File: config.mk
export PLATFORM = sky130hd
export DESIGN_NAME = stepper_cmd_ctrl
export DESIGN_NICKNAME = d
export VERILOG_FILES = /design/src/rtl/stepper_pkg.sv /design/src/rtl/stepper_rst_sync.sv /design/src/rtl/stepper_cmd_decode.sv /design/src/rtl/stepper_down_count.sv /design/src/rtl/stepper_pos_track.sv /design/src/rtl/stepper_cmd_ctrl.sv
export SDC_FILE = /design/constraint.sdc
export NUM_CORES = 1
export LEC_CHECK = 0
export CORE_MARGIN = 10
export CORE_UTILIZATION = 46
export CTS_CLUSTER_SIZE = 16
export DETAILED_ROUTE_END_ITERATION = 7
export PLACE_DENSITY = 0.73
export SETUP_SLACK_MARGIN = 0.2
export SKIP_CTS_REPAIR_TIMING = 1
export SLEW_MARGIN = 5
export SYNTH_ARGS = -nofsm -noshare
export SYNTH_HDL_FRONTEND = slang
export SYNTH_SLANG_ARGS = --single-unit
export TNS_END_PERCENT = 50
File: constraint.sdc
create_clock -name clk -period 1 [get_ports clk]
set_input_delay 0.2 -clock clk [delete_from_list [all_inputs] [get_ports clk]]
set_output_delay 0.2 -clock clk [all_outputs]
set_load 0.005 [all_outputs]
File: src/rtl/stepper_pkg.sv
package stepper_pkg;

  // Opcode nibbles recognised on the command bus
  localparam logic [3:0] OPC_MOVE_IN  = 4'b1000;
  localparam logic [3:0] OPC_MOVE_OUT = 4'b0100;
  localparam logic [3:0] OPC_HOME     = 4'b0010;

  // Controller sequencing states
  typedef enum logic [1:0] {
    ST_IDLE  = 2'd0,  // waiting for an opcode strobe
    ST_FETCH = 2'd1,  // busy raised, count nibble expected on the bus
    ST_CHECK = 2'd2,  // decide between another pulse and completion
    ST_PULSE = 2'd3   // step output high for this cycle
  } ctrl_state_e;

  // Decoded command class
  typedef enum logic [1:0] {
    OP_NONE = 2'd0,
    OP_IN   = 2'd1,
    OP_OUT  = 2'd2,
    OP_HOME = 2'd3
  } op_kind_e;

endpackage

File: src/rtl/stepper_rst_sync.sv
module stepper_rst_sync #(
  parameter int STAGES = 2
) (
  input  logic clk,
  input  logic rst_n,
  output logic rst_sync_n
);

  logic [STAGES-1:0] sync_q;
  logic [STAGES-1:0] sync_d;

  always_comb begin
    sync_d = {sync_q[STAGES-2:0], 1'b1};
  end

  always_ff @(posedge clk or negedge rst_n) begin
    if (!rst_n) begin
      sync_q <= '0;
    end else begin
      sync_q <= sync_d;
    end
  end

  assign rst_sync_n = sync_q[STAGES-1];

endmodule

File: src/rtl/stepper_cmd_decode.sv
module stepper_cmd_decode
  import stepper_pkg::*;
#(
  parameter int NIB_W = 4
) (
  input  logic [NIB_W-1:0] nib,
  output op_kind_e         kind
);

  localparam logic [NIB_W-1:0] CODE_IN   = NIB_W'(OPC_MOVE_IN);
  localparam logic [NIB_W-1:0] CODE_OUT  = NIB_W'(OPC_MOVE_OUT);
  localparam logic [NIB_W-1:0] CODE_HOME = NIB_W'(OPC_HOME);

  always_comb begin
    if (nib == CODE_IN) begin
      kind = OP_IN;
    end else if (nib == CODE_OUT) begin
      kind = OP_OUT;
    end else if (nib == CODE_HOME) begin
      kind = OP_HOME;
    end else begin
      kind = OP_NONE;
    end
  end

endmodule

File: src/rtl/stepper_down_count.sv
module stepper_down_count #(
  parameter int W = 4
) (
  input  logic         clk,
  input  logic         rst_n,
  input  logic         load_en,
  input  logic [W-1:0] load_val,
  input  logic         dec_en,
  output logic [W-1:0] cnt_q,
  output logic         cnt_zero
);

  logic [W-1:0] cnt_d;
  logic         cnt_en;

  assign cnt_zero = (cnt_q == '0);
  assign cnt_en   = load_en | (dec_en & ~cnt_zero);

  always_comb begin
    if (load_en) begin
      cnt_d = load_val;
    end else begin
      cnt_d = cnt_q - 1'b1;
    end
  end

  always_ff @(posedge clk or negedge rst_n) begin
    if (!rst_n) begin
      cnt_q <= '0;
    end else if (cnt_en) begin
      cnt_q <= cnt_d;
    end
  end

endmodule

File: src/rtl/stepper_pos_track.sv
module stepper_pos_track #(
  parameter int W = 4
) (
  input  logic         clk,
  input  logic         rst_n,
  input  logic         move_en,
  input  logic         move_in,
  output logic [W-1:0] pos_q,
  output logic         at_min,
  output logic         at_max
);

  logic [W-1:0] pos_d;
  logic         pos_en;

  assign at_min = (pos_q == '0);
  assign at_max = (pos_q == '1);
  assign pos_en = move_en & (move_in ? ~at_max : ~at_min);

  always_comb begin
    if (move_in) begin
      pos_d = pos_q + 1'b1;
    end else begin
      pos_d = pos_q - 1'b1;
    end
  end

  always_ff @(posedge clk or negedge rst_n) begin
    if (!rst_n) begin
      pos_q <= '0;
    end else if (pos_en) begin
      pos_q <= pos_d;
    end
  end

endmodule

File: src/rtl/stepper_cmd_ctrl.sv
module stepper_cmd_ctrl
  import stepper_pkg::*;
#(
  parameter int NIB_W       = 4,
  parameter int POS_W       = 4,
  parameter int SYNC_STAGES = 2
) (
  input  logic             clk,
  input  logic             rst_n,
  input  logic [NIB_W-1:0] cmd_nib,
  input  logic             strobe,
  output logic             busy,
  output logic             step,
  output logic             direction,
  output logic [POS_W-1:0] position
);

  localparam int CNT_W = (NIB_W > POS_W) ? NIB_W : POS_W;

  logic        rst_int_n;
  op_kind_e    op_kind;
  ctrl_state_e state_q;
  ctrl_state_e state_d;
  logic        dir_q;
  logic        dir_d;
  logic        dir_en;
  logic        accept;
  logic        cnt_load;
  logic [CNT_W-1:0] cnt_load_val;
  logic        cnt_dec;
  logic [CNT_W-1:0] cnt_q;
  logic        cnt_zero;
  logic        pos_move;
  logic        at_min;
  logic        at_max;
  logic        limit_hit;

  stepper_rst_sync #(
    .STAGES (SYNC_STAGES)
  ) u_rst_sync (
    .clk        (clk),
    .rst_n      (rst_n),
    .rst_sync_n (rst_int_n)
  );

  stepper_cmd_decode #(
    .NIB_W (NIB_W)
  ) u_decode (
    .nib  (cmd_nib),
    .kind (op_kind)
  );

  stepper_down_count #(
    .W (CNT_W)
  ) u_count (
    .clk      (clk),
    .rst_n    (rst_int_n),
    .load_en  (cnt_load),
    .load_val (cnt_load_val),
    .dec_en   (cnt_dec),
    .cnt_q    (cnt_q),
    .cnt_zero (cnt_zero)
  );

  stepper_pos_track #(
    .W (POS_W)
  ) u_pos (
    .clk     (clk),
    .rst_n   (rst_int_n),
    .move_en (pos_move),
    .move_in (dir_q),
    .pos_q   (position),
    .at_min  (at_min),
    .at_max  (at_max)
  );

  // A pulse is refused when the arm already sits at the end it moves toward
  assign limit_hit = dir_q ? at_max : at_min;
  assign accept    = (state_q == ST_IDLE) & strobe & (op_kind != OP_NONE);

  // Next-state and datapath control
  always_comb begin
    state_d      = state_q;
    cnt_load     = 1'b0;
    cnt_load_val = '0;
    cnt_dec      = 1'b0;
    pos_move     = 1'b0;
    case (state_q)
      ST_IDLE: begin
        if (accept) begin
          if (op_kind == OP_HOME) begin
            cnt_load     = 1'b1;
            cnt_load_val = CNT_W'(position);
            state_d      = ST_CHECK;
          end else begin
            state_d = ST_FETCH;
          end
        end
      end
      ST_FETCH: begin
        cnt_load     = 1'b1;
        cnt_load_val = CNT_W'(cmd_nib);
        state_d      = ST_CHECK;
      end
      ST_CHECK: begin
        if (cnt_zero || limit_hit) begin
          state_d = ST_IDLE;
        end else begin
          state_d = ST_PULSE;
        end
      end
      ST_PULSE: begin
        cnt_dec  = 1'b1;
        pos_move = 1'b1;
        state_d  = ST_CHECK;
      end
      default: begin
        state_d = ST_IDLE;
      end
    endcase
  end

  // Direction level is chosen when a command is accepted and then held
  assign dir_en = accept;
  assign dir_d  = (op_kind == OP_IN);

  always_ff @(posedge clk or negedge rst_int_n) begin
    if (!rst_int_n) begin
      state_q <= ST_IDLE;
    end else begin
      state_q <= state_d;
    end
  end

  always_ff @(posedge clk or negedge rst_int_n) begin
    if (!rst_int_n) begin
      dir_q <= 1'b0;
    end else if (dir_en) begin
      dir_q <= dir_d;
    end
  end

  assign busy      = (state_q != ST_IDLE);
  assign step      = (state_q == ST_PULSE);
  assign direction = dir_q;

endmodule

Yosys cells after proc, flatten, opt, wreduce, memory -nomap -nowiden

Index checks and enable logic that the tools add are counted.

Multiplexer cells: 18
Equality and inequality tests: 10
Bitwise gates (word level): 8
$add $sub $neg: 3
Reductions and logical operators: 7

Operator list:

| operator                                                               | count |
|---|---|
| 4-bit 2-to-1 mux                                                       | 4 |
| 2-bit 2-to-1 mux                                                       | 6 |
| 4-bit equality test (second input constant)                            | 2 |
| 4-bit zero test                                                        | 2 |
| 4-bit case mux with 2 select lines                                     | 1 |
| 4-bit by 1-bit subtractor with 4-bit output (second input constant)    | 2 |
| 2-bit equality test (second input constant)                            | 3 |
| 2-bit case mux with 3 select lines                                     | 1 |
| 1-bit 2-to-1 mux                                                       | 5 |
| 4-bit by 1-bit adder with 4-bit output (second input constant)         | 1 |
| 1-bit bitwise AND                                                      | 4 |
| 2-bit by 1-bit equality test with 1-bit output (second input constant) | 2 |
| 4-bit by 2-bit equality test with 1-bit output (second input constant) | 1 |
| 4-bit by 3-bit equality test with 1-bit output (second input constant) | 1 |
| 2-bit nonzero test                                                     | 2 |
| 1-bit inverter                                                         | 3 |
| 2-bit zero test                                                        | 1 |
| 2-bit inequality test (second input constant)                          | 1 |
| 1-bit case mux with 2 select lines                                     | 1 |
| 2-bit OR reduction                                                     | 1 |
| 1-bit logical OR                                                       | 1 |
| 1-bit OR                                                               | 1 |

Register bits after elaboration: 13
Output and inout bits: 7
Input port bits: 7
Word-level logic and storage cells: 51

Depth between registers and ports, before layout

Gate-level depths: netlist of run 1.

Depth after elaboration: 9
Mapped depth: 6
Mapped depth without buffers: 6

Hierarchy

From an unflattened synthesis of run 1, not the netlist that was laid out.

Cell total of the unflattened synthesis: 81
Area total of the unflattened synthesis: 898.4 µm²

By module, submodules not included:

| module             | instances | cells each | area each (µm²) |
|---|---|---|---|
| stepper_pos_track  | 1         | 24         | 296.5 |
| stepper_down_count | 1         | 27         | 270.3 |
| stepper_cmd_ctrl   | 1         | 23         | 250.2 |
| stepper_rst_sync   | 1         | 3          | 53.8 |
| stepper_cmd_decode | 1         | 4          | 27.5 |

Least setup slack after synthesis of run 1

Ideal clock, no wire load.

Path type: register to register
Start point: reg u_count.cnt_q[0]
End point: reg u_count.cnt_q[1]
Cell stages (with the launch flop): 7
Path slack: -687 ps
Arrival time: 1560 ps
Data required time: 873 ps
Path through: dfrtp_1 > inv_1 > ha_1 > or3b_2 > nand3b_1 > a21oi_1 > a221o_2

Word-level cells in the longest chain between the ends: 4
Elaborated cells between the ends (all ways): 6

Ends and longest elaborated chain:

| what                                                                                                | RTL line                 | RTL |
|---|---|---|
| start, declared                                                                                     | stepper_down_count.sv:9  | `output logic [W-1:0] cnt_q,` |
| start signal, assigned                                                                              | stepper_down_count.sv:31 | `cnt_q <= cnt_d;` |
| parallel branches: the longest is 4 deep, another holds 4-bit by 1-bit subtractor with 4-bit output | -                        |  |

Parallel ways; which one is timed is not known.
A chain may end at the register's enable or synchronous reset.

Worst setup path after layout of run 1

Same ends and word-level chain as after synthesis.

==> impl_metrics.tcl, run 1 <==
set metrics [dict create \
    violations "negative setup slack" \
    max_stage_delay_ns 0.41 \
    p_leak_uw 0.000727 \
    endpoint_kind "flip-flop" \
    n_antenna_cell 0 \
    synthTopCellsByArea "dfrtp_1, a21oi_1, ha_1" \
    placed_cell_area_mm2 0.00132 \
    wl_met2_um 1970 \
    final_nets 162 \
    cts-root-buf "clkbuf_4" \
    maxCapViolations 0 \
    max_freq_mhz 609 \
    cp_slowest_cell "or3b_4" \
    grt_pass1_vias 939 \
    crit_fanout 3 \
    worstSetupStartpointType "flip-flop" \
    synth.avg_cell_area_um2 9.61 \
    worstSkewPairLatency_ns 0.29 \
    die_x_um 63.4 \
    yosys_warnings 0 \
    syn_area_um2 865 \
    crit_chain "inv_2, ha_4, or3b_4, nand3b_1, a21oi_1, a221o_2" \
    async_reset_ff_share_pct 100 \
    clkSinkCount 13 \
    synth_top_area_share_pct 37.6 \
    synth_cell_types 43 \
    grt_pass1_wl_um 4490 \
    ys_seq_area_share_pct 37.6 \
    firstDrtPassIters 4 \
    ys.flop_type "dfrtp_1" \
    final_antenna_net_count 0 \
    cts.clk_slew.worst_paths_ns 0.08 \
    vias_per_cell 5.80 \
    setup_viol 18 \
    drc 0 \
    utilization_pct 88.2 \
    numPortBuffers 13 \
    vias 1015 \
    period_share_pct 164 \
    dp_cells 159 \
    synth_seq_cells 13 \
    synthAdderAreaFrac_pct 6.66 \
    initial_utilization_pct 49.5 \
    min_period_ns 1.64 \
    clock_skew_ns 0.0129 \
    numCtsBuffers 3 \
    wire_per_inst_um 20.5 \
    final_cells 175 \
    h-tree-depth 1 \
    grt-ovfl-total 0 \
    totalWireLength_um 3600 \
    drive_gt1_share_pct 57.3 \
    cts.path.max_buffers 2 \
    die_y_um 63.4 \
    highest_layer "met4" \
    finish.instance_area_mm2 0.00154 \
    layout_setup_ws_ns -0.643 \
    hold_viol_final 0 \
    drtIter0Drc 44 \
    grt_antenna_before_repair 0 \
    gp_congestion 0.797 \
    synth_area_leader_cell "dfrtp_1" \
    r2r_setup_slack_ns -0.64 \
    grt_max_degree 12 \
    synth_edf_count 0 \
    hold_class "in2async" \
    io_pins 14 \
    wl_met1_um 1320 \
    syn_to_final_growth_pct 78.0 \
    cts_tree "yes" \
    grt_usage_pct 13.9 \
    fp-row-count 15 \
    synth_commonest_cells "a21oi_1, dfrtp_1, inv_1" \
    p_total_uw 4610 \
    design.core.area_mm2 0.00175 \
    synthesis.nets 101 \
    synth_top_family_by_area "compound AO/OA/AOI/OAI gates" \
    vdd_drop_max_mv 2.02 \
    report.final.slew_viol_count 0 \
    worstPathRequired_ns 1.16 \
    status "finished, violations left" \
    critPathKind "reg2reg" \
    synth_compound_area_share_pct 22.9 \
    arrival_ns 1.80 \
    rsz0062_at_grt "true" \
    synthesis.instances 90 \
    dp_hpwl_um 2030 \
    synth_xor_area_share_pct 5.07 \
    met3_length_um 213 \
    synth_simple_gate_area_share_pct 19.2 \
    synth.mux.area_fraction_pct 3.62 \
    dieArea_mm2 0.00401 \
    powerDensity_mw_per_mm2 3000 \
]
[kinds of logic after synthesis]
kind of cell | after synthesis
and+or+nand+nor | 25
adders and majority gates | 4
muxes | 3
AOI/OAI and AO/OA | 29
buffers and inverters | 10
DFF | 13
xor gates and xnor gates | 5
other | 1
[placed cells by master, fill, tap and decap left out, drive strengths merged, types with 2 or more instances in the layout]
cell type,instances
nor3b,2
and2,3
o21bai,2
ha,3
dfrtp,13
clkdlybuf4s50,6
buf,46
mux2i,2
nand2,6
xnor2,4
clkbuf,9
nand3,2
inv,8
a31oi,2
a211oi,2
a21oi,13
[critical path: cells and delay by family, from the launching register on]
kind,cells,cell delay (ns)
and+or+nand+nor,2,0.52
DFF,1,0.39
AOI/OAI and AO/OA,2,0.38
adders and majority gates,1,0.16
buffers and inverters,1,0.09
[sequential cells by signal, indices dropped and copies added (netlist names)]
name	flops
u_pos.pos_q	4
state_q	2
u_count.cnt_q	4
direction	1
u_rst_sync.sync_q	2
[power breakdown]
group / internal [uW] / leakage [uW] / switching (uW)
registers: 762 / 0.000146 / 340
logic: 1800 / 0.000565 / 1370
clock network: 155 / 0.0000150 / 187
[per-stage QoR]
step	TNS, ns	setup slack, ns	hold slack [ns]
finish	-7.38	-0.643	0.0775
global route	-7.89	-0.683	0.0735
CTS	-9.77	-0.703	0.0673
detailed placement	-8.20	-0.766	0.200
global placement	-7.78	-0.719	0.202
floorplan	-4.21	-0.540	-0.0956
[path summary, 6_finish.rpt]
check                      cells after the start                        endpoint                           start
max in group asynchronous                      0      u_pos.pos_q[3]$_DFFE_PN0P_  u_rst_sync.sync_q[1]$_DFF_PN0_
min in group clk                               0  u_rst_sync.sync_q[1]$_DFF_PN0_  u_rst_sync.sync_q[0]$_DFF_PN0_
max                                            6    u_count.cnt_q[1]$_DFFE_PN0P_    u_count.cnt_q[0]$_DFFE_PN0P_
min                                            1  u_rst_sync.sync_q[1]$_DFF_PN0_                           rst_n
min reg2reg                                    0      u_pos.pos_q[2]$_DFFE_PN0P_  u_rst_sync.sync_q[1]$_DFF_PN0_
max reg2reg                                    6    u_count.cnt_q[1]$_DFFE_PN0P_    u_count.cnt_q[0]$_DFFE_PN0P_
[per-layer routing]
metal,vias up,global-route usage [%]
met5,-,0
met4,0,8.47
met3,10,3.71
met2,53,23.0
met1,504,15.6
li1,448,-
[final cells by class]
class | instances | area (um2)
Timing Repair Buffer | 58 | 484
Inverter | 8 | 32.5
Sequential cell | 13 | 333
Tap cell | 25 | 31.3
Multi-Input combinational cell | 67 | 632
Fill cell | 86 | 206
Clock buffer | 4 | 26.3
Note: power is estimated with default switching activity, not from simulation.
==> run 2, diff against run 1 <==
--- a/config.mk
+++ b/config.mk
@@ -6,10 +6,10 @@
 export NUM_CORES = 1
 export LEC_CHECK = 0
 export CORE_MARGIN = 10
-export CORE_UTILIZATION = 46
+export CORE_UTILIZATION = 51
 export CTS_CLUSTER_SIZE = 16
 export DETAILED_ROUTE_END_ITERATION = 7
-export PLACE_DENSITY = 0.73
+export PLACE_DENSITY = 0.77
 export SETUP_SLACK_MARGIN = 0.2
 export SKIP_CTS_REPAIR_TIMING = 1
 export SLEW_MARGIN = 5
==> constraint.sdc (replaced) <==
create_clock -name clk -period 1.65 [get_ports clk]
set_input_delay 0.33 -clock clk [delete_from_list [all_inputs] [get_ports clk]]
set_output_delay 0.33 -clock clk [all_outputs]
set_load 0.005 [all_outputs]
==> impl_metrics.tcl, run 2 (synthesis gave the netlist of run 1 again) <==
set metrics [dict create \
    status "finished, violations left" \
    violations "negative setup slack" \
    rsz0062_at_grt "true" \
    cts_tree "yes" \
    setup_viol 2 \
    initial_utilization_pct 55.5 \
    combPwrFrac_pct 65.9 \
    powerDensity_mw_per_mm2 1830 \
    die_x_um 61.2 \
    power_frac_seq_pct 26.0 \
    hold_viol_final 0 \
    reg.largest.list "u_count.cnt_q (4), u_pos.pos_q (4)" \
    wire_per_inst_um 21.5 \
    h-tree-depth 1 \
    period_share_pct 102 \
    r2r-end "u_count.cnt_q[0]$_DFFE_PN0P_" \
    final_antenna_net_count 0 \
    fp-row-count 14 \
    max_freq_mhz 596 \
    clock_skew_ns 0.0109 \
    final_nets 151 \
    grt_pass1_wl_um 3570 \
    syn_to_final_growth_pct 60.9 \
    hold_class "reg2async" \
    cts.clk_slew.worst_paths_ns 0.09 \
    pwr-share-clk_pct 8.1 \
    endpoint_kind "flip-flop" \
    critPathKind "in2reg" \
    dp_hpwl_um 1800 \
    maxCapViolations 0 \
    worstSetupStartpointType "input pin" \
    drc 0 \
    report.final.slew_viol_count 0 \
    drtIter0Drc 85 \
    vias_per_cell 6.52 \
    utilization_pct 89.2 \
    p_leak_uw 0.000681 \
    firstDrtPassIters 4 \
    p_int_uw 1510 \
    switching_share_pct 40.8 \
    layout_common_cells "buf_4, a21oi_1, clkdlybuf4s50_1" \
    die_y_um 61.2 \
    grt_max_degree 12 \
    min_period_ns 1.68 \
    worstSkewPairLatency_ns 0.29 \
    drive_gt1_share_pct 46.8 \
    dieArea_mm2 0.00374 \
    ff_latch_area_um2 333 \
    grt_antenna_before_repair 0 \
    gp_congestion 0.914 \
    rr_worst_depth 6 \
    dp_cells 135 \
    cts-root-buf "clkbuf_4" \
    multiInputGateArea_um2 572 \
    r2r-start "u_count.cnt_q[0]$_DFFE_PN0P_" \
    dp_slack_ns -0.212 \
    fillCellCount 58 \
    r2r_setup_slack_ns -0.03 \
    p_switching_uw 1040 \
    design.core.area_mm2 0.00156 \
    numCtsBuffers 3 \
    grt_usage_pct 12.4 \
    totalWireLength_um 3340 \
    grt-ovfl-total 0 \
    crit_fanout 4 \
    layout_setup_ws_ns -0.0275 \
    final_cells 155 \
    final_common_cell "buf_4" \
    io_pins 14 \
    cts.path.max_buffers 2 \
    vias 1011 \
    grt_pass1_vias 803 \
    clkSinkCount 13 \
    numPortBuffers 13 \
    vdd_drop_max_mv 1.49 \
    n_antenna_cell 0 \
    arrival_ns 1.86 \
    worstPathRequired_ns 1.83 \
]
==> run 2: cell count changes in the layout (fill, tap and decap cells not counted), moves of 2 or more <==
cell and delta:
buf_6 -7, clkbuf_2 -5, buf_4 -4, dlymetal6s2s_1 +3
clkdlybuf4s50_1 +2
==> run 2: area by class of cell <==
class / instances / area share (%)
tap: 16 / 1.44
sequential: 13 / 23.9
inverter: 8 / 2.34
timing repair buffer: 47 / 29.3
multi-input combinational: 67 / 41.1
clock buffer: 4 / 1.89
==> run 2: power by group through the flow <==
stage	Combinational, uW	Sequential [uW]	Clock (uW)
6_report	1680	663	207
5_1_grt	1770	678	225
4_1_cts	1140	641	200
3_5_place_dp	1130	647	0
3_3_place_gp	1100	638	0
2_1_floorplan	671	602	0
==> run 2: through the flow <==
step | power [uW] | hold slack, ns | area [um2] | setup TNS, ns
2_1_floorplan | 1270 | 0.0344 | 887 | 0
3_3_place_gp | 1740 | 0.196 | 1160 | -0.292
3_5_place_dp | 1780 | 0.199 | 1160 | -0.591
4_1_cts | 1980 | 0.204 | 1190 | -0.508
5_1_grt | 2670 | 0.195 | 1390 | -0.144
6_report | 2550 | 0.185 | 1390 | -0.0535
==> run 2: worst max-delay path by stage <==
stage,start,endpoint,slack (ns),depth (start not counted)
floorplan,u_count.cnt_q[1]$_DFFE_PN0P_,u_count.cnt_q[1]$_DFFE_PN0P_,0.1,6
global placement,cmd_nib[0],u_count.cnt_q[2]$_DFFE_PN0P_,-0.16,5
detailed placement,cmd_nib[1],u_count.cnt_q[2]$_DFFE_PN0P_,-0.21,5
CTS,state_q[1]$_DFFE_PN0P_,step,-0.26,2
global route,cmd_nib[3],state_q[0]$_DFFE_PN0P_,-0.05,6
finish,cmd_nib[3],state_q[0]$_DFFE_PN0P_,-0.03,6
==> run 2: routing by layer <==
metal  up-vias  share of wire, %  global-route usage, %
li1        427                 -                      -
met1       488                39                   14.9
met2        70                48                   21.7
met3        26               7.7                   4.73
met4         0               5.7                      0
met5         -                 0                      0
==> run 2: critical path, cell delays in order <==
cell	delay, ns
clkdlybuf4s50_1	0.46
nor3b_4	0.33
buf_4	0.18
o21bai_1	0.12
a21oi_1	0.14
a211oi_1	0.30
